--- src/rtl/sar_seq_pkg.sv ---
package sar_seq_pkg;
  typedef enum logic [1:0] {
    PH_IDLE    = 2'd0,
    PH_SAMPLE  = 2'd1,
    PH_COMPARE = 2'd2,
    PH_FINISH  = 2'd3
  } phase_t;

  function automatic int imax(input int a, input int b);
    return (a > b) ? a : b;
  endfunction
endpackage

--- src/rtl/sar_phase_timer.sv ---
module sar_phase_timer #(
  parameter int CW = 5
) (
  input  logic          clk,
  input  logic          rst,
  input  logic          load,
  input  logic [CW-1:0] load_val,
  output logic          expired
);
  logic [CW-1:0] cnt_q;

  always_ff @(posedge clk) begin
    if (rst)                cnt_q <= '0;
    else if (load)          cnt_q <= load_val;
    else if (cnt_q != '0)   cnt_q <= cnt_q - 1'b1;
  end

  assign expired = (cnt_q == '0);


  count_down_chk: assert property (@(posedge clk) disable iff (rst)
    (!load && cnt_q != '0) |=> (cnt_q == $past(cnt_q) - 1'b1));
endmodule

--- src/rtl/sar_bit_register.sv ---
module sar_bit_register #(
  parameter int NB = 10,
  localparam int IW = $clog2(NB)
) (
  input  logic          clk,
  input  logic          rst,
  input  logic          clear,
  input  logic          decide,
  input  logic          keep,
  input  logic [IW-1:0] dec_idx,
  input  logic          set_trial,
  input  logic [IW-1:0] set_idx,
  output logic [NB-1:0] code
);
  logic [NB-1:0] code_q;

  always_ff @(posedge clk) begin
    if (rst || clear) code_q <= '0;
    else begin
      for (int i = 0; i < NB; i++) begin
        if (decide && !keep && dec_idx == i[IW-1:0]) code_q[i] <= 1'b0;
        if (set_trial && set_idx == i[IW-1:0])       code_q[i] <= 1'b1;
      end
    end
  end

  assign code = code_q;


  bit_clear_chk: assert property (@(posedge clk) disable iff (rst)
    (decide && !keep && !clear && !(set_trial && set_idx == dec_idx))
      |=> !code_q[$past(dec_idx)]);
endmodule

--- src/rtl/sar_conv_sequencer.sv ---
module sar_conv_sequencer
  import sar_seq_pkg::*;
#(
  parameter int NB_WIDE         = 10,
  parameter int NB_NARROW       = 8,
  parameter int T_SAMPLE0       = 8,
  parameter int T_CMP0_PLAIN    = 4,
  parameter int T_CMP0_HOLD     = 5,
  parameter int T_RESAMPLE      = 5,
  parameter int T_CMP           = 5,
  parameter int T_END_PLAIN     = 16,
  parameter int T_END_HOLD      = 8
) (
  input  logic               clk,
  input  logic               rst,
  input  logic               start,
  input  logic               sh_en,
  input  logic               wide_res,
  input  logic               cmp_above,
  output logic [NB_WIDE-1:0] dac_code,
  output logic               sample_strobe,
  output logic               compare_strobe,
  output logic               busy,
  output logic               done,
  output logic [NB_WIDE-1:0] result
);
  localparam int IW   = $clog2(NB_WIDE);
  localparam int MAXT = imax(imax(imax(T_SAMPLE0, T_CMP0_PLAIN), imax(T_CMP0_HOLD, T_RESAMPLE)),
                             imax(T_CMP, imax(T_END_PLAIN, T_END_HOLD)));
  localparam int CW   = $clog2(MAXT + 1);

  phase_t              phase_q, phase_n;
  logic                hold_q, wide_q, first_q, first_n;
  logic [IW-1:0]       idx_q, idx_n;
  logic                done_q;
  logic [NB_WIDE-1:0]  result_q, code;

  logic                t_load, t_expired;
  logic [CW-1:0]       t_val;
  logic                r_clear, r_decide, r_set;
  logic [IW-1:0]       r_set_idx;

  function automatic logic [CW-1:0] ticks(input int n);
    return CW'(n - 1);
  endfunction

  sar_phase_timer #(.CW(CW)) u_timer (
    .clk(clk), .rst(rst), .load(t_load), .load_val(t_val), .expired(t_expired)
  );

  sar_bit_register #(.NB(NB_WIDE)) u_bits (
    .clk(clk), .rst(rst), .clear(r_clear), .decide(r_decide), .keep(cmp_above),
    .dec_idx(idx_q), .set_trial(r_set), .set_idx(r_set_idx), .code(code)
  );

  always_comb begin
    phase_n   = phase_q;
    idx_n     = idx_q;
    first_n   = first_q;
    t_load    = 1'b0;
    t_val     = '0;
    r_clear   = 1'b0;
    r_decide  = 1'b0;
    r_set     = 1'b0;
    r_set_idx = idx_q;
    unique case (phase_q)
      PH_IDLE: if (start) begin
        phase_n = PH_SAMPLE;
        t_load  = 1'b1;
        t_val   = ticks(T_SAMPLE0);
        r_clear = 1'b1;
        idx_n   = wide_res ? IW'(NB_WIDE - 1) : IW'(NB_NARROW - 1);
        first_n = 1'b1;
      end
      PH_SAMPLE: if (t_expired) begin
        phase_n = PH_COMPARE;
        t_load  = 1'b1;
        t_val   = !first_q ? ticks(T_CMP) :
                  (hold_q ? ticks(T_CMP0_HOLD) : ticks(T_CMP0_PLAIN));
        r_set   = 1'b1;
      end
      PH_COMPARE: if (t_expired) begin
        r_decide = 1'b1;
        t_load   = 1'b1;
        if (idx_q == '0) begin
          phase_n = PH_FINISH;
          t_val   = hold_q ? ticks(T_END_HOLD) : ticks(T_END_PLAIN);
        end else begin
          idx_n   = idx_q - 1'b1;
          first_n = 1'b0;
          if (hold_q) begin
            t_val     = ticks(T_CMP);
            r_set     = 1'b1;
            r_set_idx = idx_q - 1'b1;
          end else begin
            phase_n = PH_SAMPLE;
            t_val   = ticks(T_RESAMPLE);
          end
        end
      end
      PH_FINISH: if (t_expired) phase_n = PH_IDLE;
      default: phase_n = PH_IDLE;
    endcase
  end

  always_ff @(posedge clk) begin
    if (rst) begin
      phase_q  <= PH_IDLE;
      idx_q    <= '0;
      first_q  <= 1'b0;
      hold_q   <= 1'b0;
      wide_q   <= 1'b0;
      done_q   <= 1'b0;
      result_q <= '0;
    end else begin
      phase_q <= phase_n;
      idx_q   <= idx_n;
      first_q <= first_n;
      done_q  <= 1'b0;
      if (phase_q == PH_IDLE && start) begin
        hold_q <= sh_en;
        wide_q <= wide_res;
      end
      if (phase_q == PH_FINISH && t_expired) begin
        done_q   <= 1'b1;
        result_q <= code;
      end
    end
  end

  assign dac_code       = code;
  assign sample_strobe  = (phase_q == PH_SAMPLE);
  assign compare_strobe = (phase_q == PH_COMPARE);
  assign busy           = (phase_q != PH_IDLE);
  assign done           = done_q;
  assign result         = result_q;


  done_after_busy_chk: assert property (@(posedge clk) disable iff (rst)
    done |-> (!busy && $past(busy)));


  done_single_chk: assert property (@(posedge clk) disable iff (rst)
    done |=> !done);


  hold_no_resample_chk: assert property (@(posedge clk) disable iff (rst)
    (busy && hold_q && sample_strobe) |-> first_q);


  narrow_upper_chk: assert property (@(posedge clk) disable iff (rst)
    (busy && !wide_q) |-> (code[NB_WIDE-1:NB_NARROW] == '0));
endmodule

--- config.mk ---
export PLATFORM = sky130hd
export DESIGN_NAME = sar_conv_sequencer
export DESIGN_NICKNAME = d
export VERILOG_FILES = /design/src/rtl/sar_seq_pkg.sv /design/src/rtl/sar_phase_timer.sv /design/src/rtl/sar_bit_register.sv /design/src/rtl/sar_conv_sequencer.sv
export SDC_FILE = /design/constraint.sdc
export NUM_CORES = 1
export LEC_CHECK = 0
export BUFFER_PORTS_ARGS = -buffer_cell sky130_fd_sc_hd__buf_2
export CAP_MARGIN = 15
export CORE_MARGIN = 2
export CORE_UTILIZATION = 40
export CTS_BUF_LIST = sky130_fd_sc_hd__clkbuf_2
export CTS_CLUSTER_SIZE = 20
export DETAILED_ROUTE_END_ITERATION = 10
export GPL_TIMING_DRIVEN = 1
export PLACE_DENSITY_LB_ADDON = 0.12
export SLEW_MARGIN = 5
export SYNTH_ARGS = -nofsm -noshare
export SYNTH_HDL_FRONTEND = slang
export SYNTH_SLANG_ARGS = --single-unit
--- constraint.sdc ---
create_clock -name clk -period 3.9 [get_ports clk]
set_clock_uncertainty 0.15 [all_clocks]
set_input_delay 0 -clock clk [delete_from_list [all_inputs] [get_ports clk]]
set_output_delay 0 -clock clk [all_outputs]
set_load 0.005 [all_outputs]
* Yosys cells after proc, flatten, opt, wreduce, memory -nomap -nowiden
Cells that the tools add are included.
** Word-level totals
- Output and inout bits :: 24
- Logic and storage cells :: 152
- Input port bits :: 6
- Register bits :: 34
** Operators by class
- Equality and inequality tests :: 27
- Add/sub/neg operators :: 2
- Mux-type cells :: 60
- Reductions and logical operators :: 46
** Operators with widths (number)
- $mux W4 :: 11
- $eq A4 B3 Y1 const B :: 8
- $mux W1 :: 31
- $reduce_bool A2 Y1 :: 13
- $logic_and A1 B1 Y1 :: 23
- $eq A4 B2 Y1 const B :: 4
- $eq A4 B4 Y1 const B :: 4
- $mux W2 :: 6
- $mux W3 :: 4
- $pmux W4 S3 :: 1
- $mux W5 :: 2
- $eq A4 B1 Y1 const B :: 2
- $logic_not A4 Y1 :: 2
- $pmux W2 S4 :: 1
- $pmux W4 S2 :: 1
- $ne A2 B2 Y1 const B :: 3
- $pmux W1 S2 :: 3
- $logic_not A5 Y1 :: 1
- $reduce_and A5 Y1 :: 1
- $reduce_bool A5 Y1 :: 1
- $sub A5 B1 Y5 const B :: 1
- $eq A2 B2 Y1 const B :: 2
- $ne A2 B1 Y1 const B :: 2
- $reduce_and A4 Y1 :: 1
- 7 further kinds :: 7

* Depth between registers and ports, before layout
Gate-level depths: netlist of run 1.
- Depth in word-level cells :: 8
- Mapped depth :: 8
- Gate-level depth less buffers :: 6

* By module
Synthesis of run 1 repeated with hierarchy kept, for this count alone.
** Unflattened totals
- Cell total of the unflattened synthesis :: 216
- Area, all modules :: 1821.7 um^2
** By module, submodules not included
- sar_conv_sequencer :: instances 1, sequential area each 380.4 um^2, area each 1066.0 um^2, cells an instance 138
- sar_bit_register :: instances 1, sequential area each 200.2 um^2, area each 467.9 um^2, cells an instance 46
- sar_phase_timer :: instances 1, sequential area each 100.1 um^2, area each 287.8 um^2, cells an instance 32

* Worst setup path after synthesis of run 1
OpenSTA, ideal clock, no wires.
- Path type :: register to register
- Start :: register idx_q[0]
- End :: register phase_q[1]
- Setup slack :: 1704 ps
- Required time :: 3659 ps
- Arrival :: 1955 ps
- Clock period less this slack :: 2196 ps
- Setup time :: 91 ps
- Stages on the path, launching flop included :: 7
- Buffers on the path :: 0
- Cells stage by stage :: dfxtp_1 inv_1 ha_1 or3b_1 a222oi_1 a21oi_1 a311oi_1
** Between the ends
- Word-level cells in the longest chain between the ends :: 4
- Elaborated cells on any way between the ends :: 6
- Those cells by class :: eq/ne: 1; mux: 3; reduce/logical: 2
** Ends and longest elaborated chain
- start: declaration :: line sar_conv_sequencer.sv:34 : logic [IW-1:0] idx_q, idx_n;
- start signal: assignment :: line sar_conv_sequencer.sv:117 : idx_q <= idx_n;
- $logic_not A4 Y1 * :: line sar_conv_sequencer.sv:85 : if (idx_q == '0) begin
- $mux W2 :: line sar_conv_sequencer.sv:85
- $mux W2 :: line sar_conv_sequencer.sv:82 : PH_COMPARE: if (t_expired) begin
- $pmux W2 S4 :: line sar_conv_sequencer.sv:66 : unique case (phase_q)
- end signal: assignment :: line sar_conv_sequencer.sv:116 : phase_q <= phase_n;
- end: declaration :: line sar_conv_sequencer.sv:32 : phase_t phase_q, phase_n;
Every way passes the cells marked *; elsewhere a longest branch is shown, timed or not. The select of a mux whose other input is x is not followed.
A chain may end at the register's enable or synchronous reset.

* Final worst setup path of run 1
- Start :: register phase_q[0]
- End :: register idx_q[2]
** Between the ends
- Word-level cells in the longest chain between the ends :: 3
- Elaborated cells on any way between the ends :: 8
- Those cells by class :: eq/ne: 4; mux: 1; reduce/logical: 3
** Ends and longest elaborated chain (line)
- $eq A2 B2 Y1 or $logic_not A2 Y1 (tied branches) :: sar_conv_sequencer.sv:66
- $ne A2 B2 Y1 (no line) (tied with other cells)
- $reduce_and A4 Y1 (no line)
Several ways; a longest one is shown, not always the timed one.

==> metrics.md, run 1 <==
| Metric | Value |
|---|---|
| Xor and xnor fraction of the mapped netlist area | 3.26% |
| Min-delay src | wide_res |
| Die area | 5260 um^2 |
| Total setup buffers inserted after CTS | 0 |
| Num CTS Buffers | 5 |
| CTS tree | built |
| Largest net degree at the start of global routing | 26 |
| Synth Area in Adders | 7.33% |
| Critical Path Fanout Max | 14 |
| Antenna diode count | 0 |
| H-tree Lvls | 2 |
| Initial core utilization | 42.3% |
| Register area | a little under 700 um^2 |
| Top-count cell post-synth | dfxtp_1 |
| Max VDD drop | 288 uV |
| Gate Count Post-Synth | 224 |
| Crit end category | flip-flop |
| # fillers | 458 |
| Global-route wire length before repair | 7.57 mm |
| Total Wirelength | around 4.4 mm |
| Worst endpoint required time | between 4 and 5 ns |
| Die width | between 70 and 80 um |
| Hold WC Path Type | in2reg |
| Fraction of layout cells with a size suffix above 1 | between 10% and 20% |
| Detail Placement HPWL | 3.29 mm |
| Initial DRC Count | 66 |
| Post-synthesis sequential area ratio | 36.2% |
| Setup TNS | 0 ns |
| Final Hold Fails | 0 |
| DRT Pass-1 Iters | 4 |
| Syn Nets | approximately 240 |
| Hold WS | 0.305 ns |
| WS Path Type | reg2reg |
| Top FF cell, synth | dfxtp_1 |
| Die Height | 72.5 um |
| CTS Sinks | 34 |
| R2R Path End | idx_q[2] |
| Worst R2R Start | phase_q[0] |
| DRC violations left | 0 |
| Max-cap violation count | 0 |
| PostCTS Resize Cnt | 0 |
| Hold endpoint | idx_q[1] |
| R2r setup slk | between 1 and 1.5 ns |
| Synth cell count leaders | dfxtp_1, nand2_1, a21oi_1 |
| Post-DRT Antenna Nets | 0 |
| Flops & latches, synth | 34 |
| IO Pins | 30 |
| DR vias/cell | 5.47 |
| Root Buffer | clkbuf_2 |
| Ys async rst share | 0% |
| Multi-input gate area | 1090 um^2 |
| Ranking of synthesized cells by area | dfxtp_1, ha_1, nand2_1 |
| Final setup fails | 0 |
| CP startpoint kind | flip-flop |
| Worst Hold Depth | 5 |
| Synth unique cells | 48 |
| Fin crit period | ~2.8 ns |
| Clk Latency, worst-skew pair | 0.38 ns |
| Max_slew headroom | 55.2% |
| Main combinational cell family by area after synthesis | compound AO/OA/AOI/OAI gates |
| Port Buffers | 29 |
| Via count | 1695 |
| Post-synth EDFFs | 0 |
| Worst reg2reg path depth | 7 |
| Total core area | approximately 4400 um^2 |
| # hold bufs at CTS | 8 |
| Reg clk slew, reported paths | around 0.19 ns |
| Vias in the first global route | roughly 1.6k |
| Num rows | 24 |
| Total global routing overflow | 0 |
| Area leader, netlist | dfxtp_1 |
| Area Overhead vs Synth | 16.7% |
| Status | finished clean |
| Fmax | 0.363 GHz |
| Mux cell area share after synthesis | 1.73% |
| Post-layout util | approximately half |
| DR WL/cell | 14.3 um |
| Simple-Gate Fraction of Synth Area | 20.6% |
| Worst EP arrival | 2.95 ns |
| Gr usage total | a little under a fifth |
| RSZ-0062 raised after global routing | no |
| Leak | 0.873 nW |
| Final Cycle Share | 70.7% |
| Nets@finish | 274 |
| Ys Warns | 0 |
| Post-synthesis compound-gate area fraction | 25.0% |
| Synthesized area per cell | 8.38 um^2 |
| Least-Margin Pin Slew | between 0.6 and 0.7 ns |
| Initial antenna violation count | 0 |
| Max-slew violations | 0 |
| Post-Syn Area | 1880 um^2 |
| GP Congestion | 0.819 |
| Post-synth top area share | 36.2% |
| P per Cell Area | 665 nW/um^2 |
| CTS Buffer Depth | 2 |
==> where the power goes <==
| group | internal [mW] | leakage [nW] | switching (mW) |
|---|---|---|---|
| registers | 0.402 | 0.276 | 0.0810 |
| logic | 0.298 | 0.562 | 0.443 |
| clock network | 0.108 | 0.0352 | 0.126 |
| total | 0.807 | 0.873 | 0.650 |
==> critical path, cell delays in order, from the launching register on <==
cell	delay, ns
dfxtp_1	0.40
inv_1	0.11
ha_1	0.43
inv_1	0.24
o211ai_1	0.51
o21ai_0	0.18
a21oi_1	0.16
dlygate4sd3_1	0.55
==> final cells by class <==
cell class	instances	share of cell area [%]
Multi-Input combinational cell	163	49.6
Sequential cell	34	31.1
Tap cell	52	2.97
Clock buffer	5	1.14
Clock inverter	3	2.05
Timing Repair Buffer	38	10.6
Inverter	15	2.57
==> through the flow <==
step,std cells,worst slack (ns),total power [mW],cell area [um^2]
after floorplan,224,1.70,1.06,1880
after detailed placement,294,1.38,1.21,2040
after global placement,294,1.40,1.22,2040
after global routing,310,0.941,1.58,2190
after CTS,310,1.12,1.47,2190
final,310,1.14,1.46,2190
==> state kept, by name (all words and copies together) (netlist names) <==
register and cells:
done 1, first_q 1, hold_q 1, idx_q 4
phase_q 2, result 10, u_bits.code 10, u_timer.cnt_q 5
==> per-layer routing <==
metal / GRT usage, % / share of wire (%) / up-vias / routed length, um
met5: 0 / 0 / - / 0
met4: 5.56 / 1.3 / 0 / 59
met3: 4.03 / 3.7 / 5 / 164
met2: 28.3 / 44 / 36 / 1930
met1: 25.5 / 51 / 774 / 2280
li1: - / - / 880 / -
==> logic make-up after synthesis <==
kind of cell / after synthesis
mux: 3
flops: 34
compound gates: 67
buf+inv: 27
xor+xnor: 7
fa+ha+maj: 11
simple gates: 75
==> worst max-delay path by stage <==
| stage | start | end | slack, ns | depth (start not counted) |
|---|---|---|---|---|
| 2_1_floorplan | idx_q[0] | phase_q[1] | 1.70 | 6 |
| 3_3_place_gp | idx_q[0] | phase_q[1] | 1.40 | 6 |
| 3_5_place_dp | idx_q[0] | phase_q[1] | 1.38 | 6 |
| 4_1_cts | phase_q[0] | idx_q[2] | 1.12 | 7 |
| 5_1_grt | phase_q[0] | idx_q[2] | 0.94 | 7 |
| 6_report | phase_q[0] | idx_q[2] | 1.14 | 7 |
==> layout by cell type, fill, tap and decap left out, types with 2 or more instances in the layout <==
master / n
mux2_2: 2
o31ai_1: 6
o21ai_1: 3
clkinvlp_4: 2
o41ai_1: 4
nand3_1: 4
a311oi_1: 2
clkbuf_2: 5
inv_1: 15
dfxtp_1: 34
and2_1: 3
o21ai_0: 4
buf_2: 29
ha_1: 11
o22ai_1: 2
xnor2_1: 6
dlygate4sd3_1: 8
o211a_1: 2
o21a_1: 2
nand2_1: 33
nor3_1: 6
nor2_1: 10
nor2b_1: 3
nand4_1: 5
a21oi_1: 20
o211ai_1: 12
(Power assumes the default switching activity.)
==> run 2, diff against run 1 <==
Settings changed: ABC_AREA set to 1.
Clock period 3.9 ns to 2.72 ns, I/O delays scaled along.
==> metrics.md, run 2 <==
| Metric | Value |
|---|---|
| Synth cell count leaders | nand2_1, dfxtp_1, nor2_1 |
| Post-synthesis sequential area ratio | 34.7% (-1.5 points) |
| Setup TNS | 0 ns (unchanged) |
| Ys Warns | 0 (unchanged) |
| Slowest cell delay on critical path | 0.57 ns (+0.02 ns) |
| Simple-Gate Fraction of Synth Area | 35.9% (+15 points) |
| CTS tree | built |
| Fmax | 0.401 GHz (+10%) |
| Status | finished clean |
| Post-synth top area share | 34.7% (-1.5 points) |
| Die Height | 74.0 um (+2.1%) |
| WS Path Type | reg2reg |
| Commonest non-fill, non-tap cell in the layout | nand2_1 |
| Area leader, netlist | dfxtp_1 |
| Initial DRC Count | 90 (+36%) |
| Gate Count Post-Synth | 285 (+27%) |
| Reg clk slew, reported paths | 0.19 ns (about the same) |
| Least-Margin Pin Slew | 0.495 ns (-0.175 ns) |
| Crit end category | flip-flop |
| Critical Path Fanout Max | 6 (-8) |
| H-tree Lvls | 2 (unchanged) |
| Leak | 1.02 nW (+17%) |
| Initial antenna violation count | 0 (unchanged) |
| Syn Nets | 302 (+25%) |
| Port Buffers | 29 (unchanged) |
| Synth unique cells | 28 (-42%) |
| Initial core utilization | 41.5% (-0.72 points) |
| Setup WS pre-CTS | 0.685 ns (-0.694 ns) |
| Total core area | 4720 um^2 (+6.3%) |
| Area Overhead vs Synth | 15.9% |
| Die area | 5480 um^2 (+4.2%) |
| Fin crit period | 2.50 ns (-0.261 ns) |
| Post-DRT Antenna Nets | 0 (unchanged) |
| Total global routing overflow | 0 (unchanged) |
| Post-synth EDFFs | 0 (unchanged) |
| Clk Latency, worst-skew pair | 0.39 ns (about the same) |
| Fraction of layout cells with a size suffix above 1 | 18.6% (+1.9 points) |
| # fillers | 503 (+9.8%) |
| Post-synthesis compound-gate area fraction | 14.0% (-11 points) |
| Ys async rst share | 0% (unchanged) |
| Antenna diode count | 0 (unchanged) |
| Max-slew violations | 0 (unchanged) |
| Worst endpoint required time | 2.91 ns (-1.19 ns) |
| Total Wirelength | 4.81 mm (+8.4%) |
| Detail Placement HPWL | 3.61 mm (+9.6%) |
| CP Cell Sequence | inv_1 -> ha_1 -> nand2_1 -> o21ai_0 -> dlygate4sd3_1 -> a21oi_1 -> dlygate4sd3_1 |
| Nets@finish | 339 (+24%) |
| DRC violations left | 0 (unchanged) |
| Post-route setup slack | 0.224 ns (-0.919 ns) |
| Largest net degree at the start of global routing | 18 (-31%) |
| Synthesized area per cell | 6.88 um^2 (-18%) |
| Final Cycle Share | 91.7% (+21 points) |
| Main combinational cell family by area after synthesis | simple AND/OR/NAND/NOR gates |
| Ranking of synthesized cells by area | dfxtp_1, nand2_1, nand3_1 |
| DRT Pass-1 Iters | 4 (unchanged) |
| DR vias/cell | 4.96 (-9.4%) |
| RSZ-0062 raised after global routing | no |
| Critical path's slowest cell | dlygate4sd3_1 |
| Final Hold Fails | 0 (unchanged) |
| Top-count cell post-synth | nand2_1 |
| Global-route wire length before repair | 7.79 mm (+2.9%) |
| Via count | 1933 (+14%) |
| Die width | 74.0 um (+2.1%) |
| Total setup buffers inserted after CTS | 0 (unchanged) |
| Top FF cell, synth | dfxtp_1 |
| Final setup fails | 0 (unchanged) |
| Num rows | 25 (+4.2%) |
| Mux cell area share after synthesis | 0% (-1.7 points) |
| CTS Sinks | 34 (unchanged) |
| Commonest cells after routing, fill and taps aside | nand2_1, dfxtp_1, nor2_1, nand3_1, buf_2 |
| Post-Syn Area | 1960 um^2 (+4.5%) |
| Worst EP arrival | 2.68 ns (-0.27 ns) |
| DR WL/cell | 12.3 um (-14%) |
| Root Buffer | clkbuf_2 |
| Most frequent CP cell | dlygate4sd3_1 |
| CTS Buffer Depth | 2 (unchanged) |
| IO Pins | 30 (unchanged) |
| GP Congestion | 0.887 (+8.3%) |
| Vias in the first global route | 1662 (+4.7%) |
| Flops & latches, synth | 34 (unchanged) |
| Max-cap violation count | 0 (unchanged) |
| P per Cell Area | 932 nW/um^2 (+40%) |
| CP startpoint kind | flip-flop |
| Num CTS Buffers | 5 (unchanged) |
| Xor and xnor fraction of the mapped netlist area | 0.446% (-2.8 points) |
| Gr usage total | 18.5% (+0.22 points) |
| Hold WC Path Type | in2reg |
| Synth Area in Adders | 7.02% (-0.31 points) |
| Max_slew headroom | 67.0% (+12 points) |
| Max VDD drop | 447 uV (+55%) |
run 2: changes by cell type after synthesis, moves of 5 or more:
cell	before	now
nand2_1	33	64
nand3_1	4	31
nor2_1	10	33
inv_1	15	28
o211ai_1	12	2
nor2_2	0	9
o21ai_0	4	12
clkbuf_1	10	3
xnor2_1	6	0
o31ai_1	6	1
run 2: repair_timing:
item                      CTS  global route
gates resized for setup     0             0
hold buffers                7             0
hold endpoints to repair   31             0
run 2: kinds of logic after synthesis:
| group | Yosys count |
|---|---|
| and+or+nand+nor | 153 |
| AOI/OAI and AO/OA | 47 |
| buffers and inverters | 39 |
| DFF | 34 |
| adders and majority gates | 11 |
| xor gates and xnor gates | 1 |
run 2: cell type report:
class / instances / area (um^2) / area share (%)
inverters: 32 / 120 / 5.28
clock inverters: 3 / 16.3 / 0.715
well taps: 67 / 83.8 / 3.69
repair buffers: 37 / 223 / 9.80
clock buffers: 5 / 25.0 / 1.10
flip-flops and latches: 34 / 681 / 29.9
multi-input cells: 212 / 1120 / 49.5
run 2: where the power goes:
group / total [mW] / switching (mW) / internal [mW]
Sequential: 0.668 / 0.0871 / 0.580
Clock: 0.241 / 0.182 / 0.0585
Combinational: 1.21 / 0.830 / 0.380
Total: 2.12 / 1.10 / 1.02
run 2: worst paths after layout:
check | start | end | depth (start not counted) | slack, ns
max | phase_q[1] | hold_q | 7 | 0.22
min | wide_res | idx_q[1] | 5 | 0.32
max reg2reg | phase_q[1] | hold_q | 7 | 0.22
min reg2reg | result[9] | result[9] | 2 | 0.32
run 2: per-layer routing:
metal	vias to the layer above	GRT usage, %	routed length, um
met5	-	0	0
met4	0	6.67	63
met3	6	5.15	284
li1	1009	-	-
met1	857	25.8	2470
met2	61	27.5	1990
run 2: metrics by stage:
step	instance area (um^2)	hold slack (ns)	power, mW	cells	util [%]
global placement	2160	0.129	1.87	375	45.8
floorplan	1960	0.0433	1.59	285	-
CTS	2270	0.280	2.12	390	48.1
global route	2270	0.341	2.31	390	48.1
finish	2270	0.320	2.12	390	48.1
detailed placement	2160	0.142	1.86	375	45.8
run 2: worst max-delay path: cells and delay by family (launching register included):
kind | cells | cell delay [ns]
AO/OA/AOI/OAI | 2 | 0.21
adder cells (fa/ha/maj) | 1 | 0.20
buffers and inverters | 3 | 1.25
flip-flops | 1 | 0.43
AND/OR/NAND/NOR | 1 | 0.19
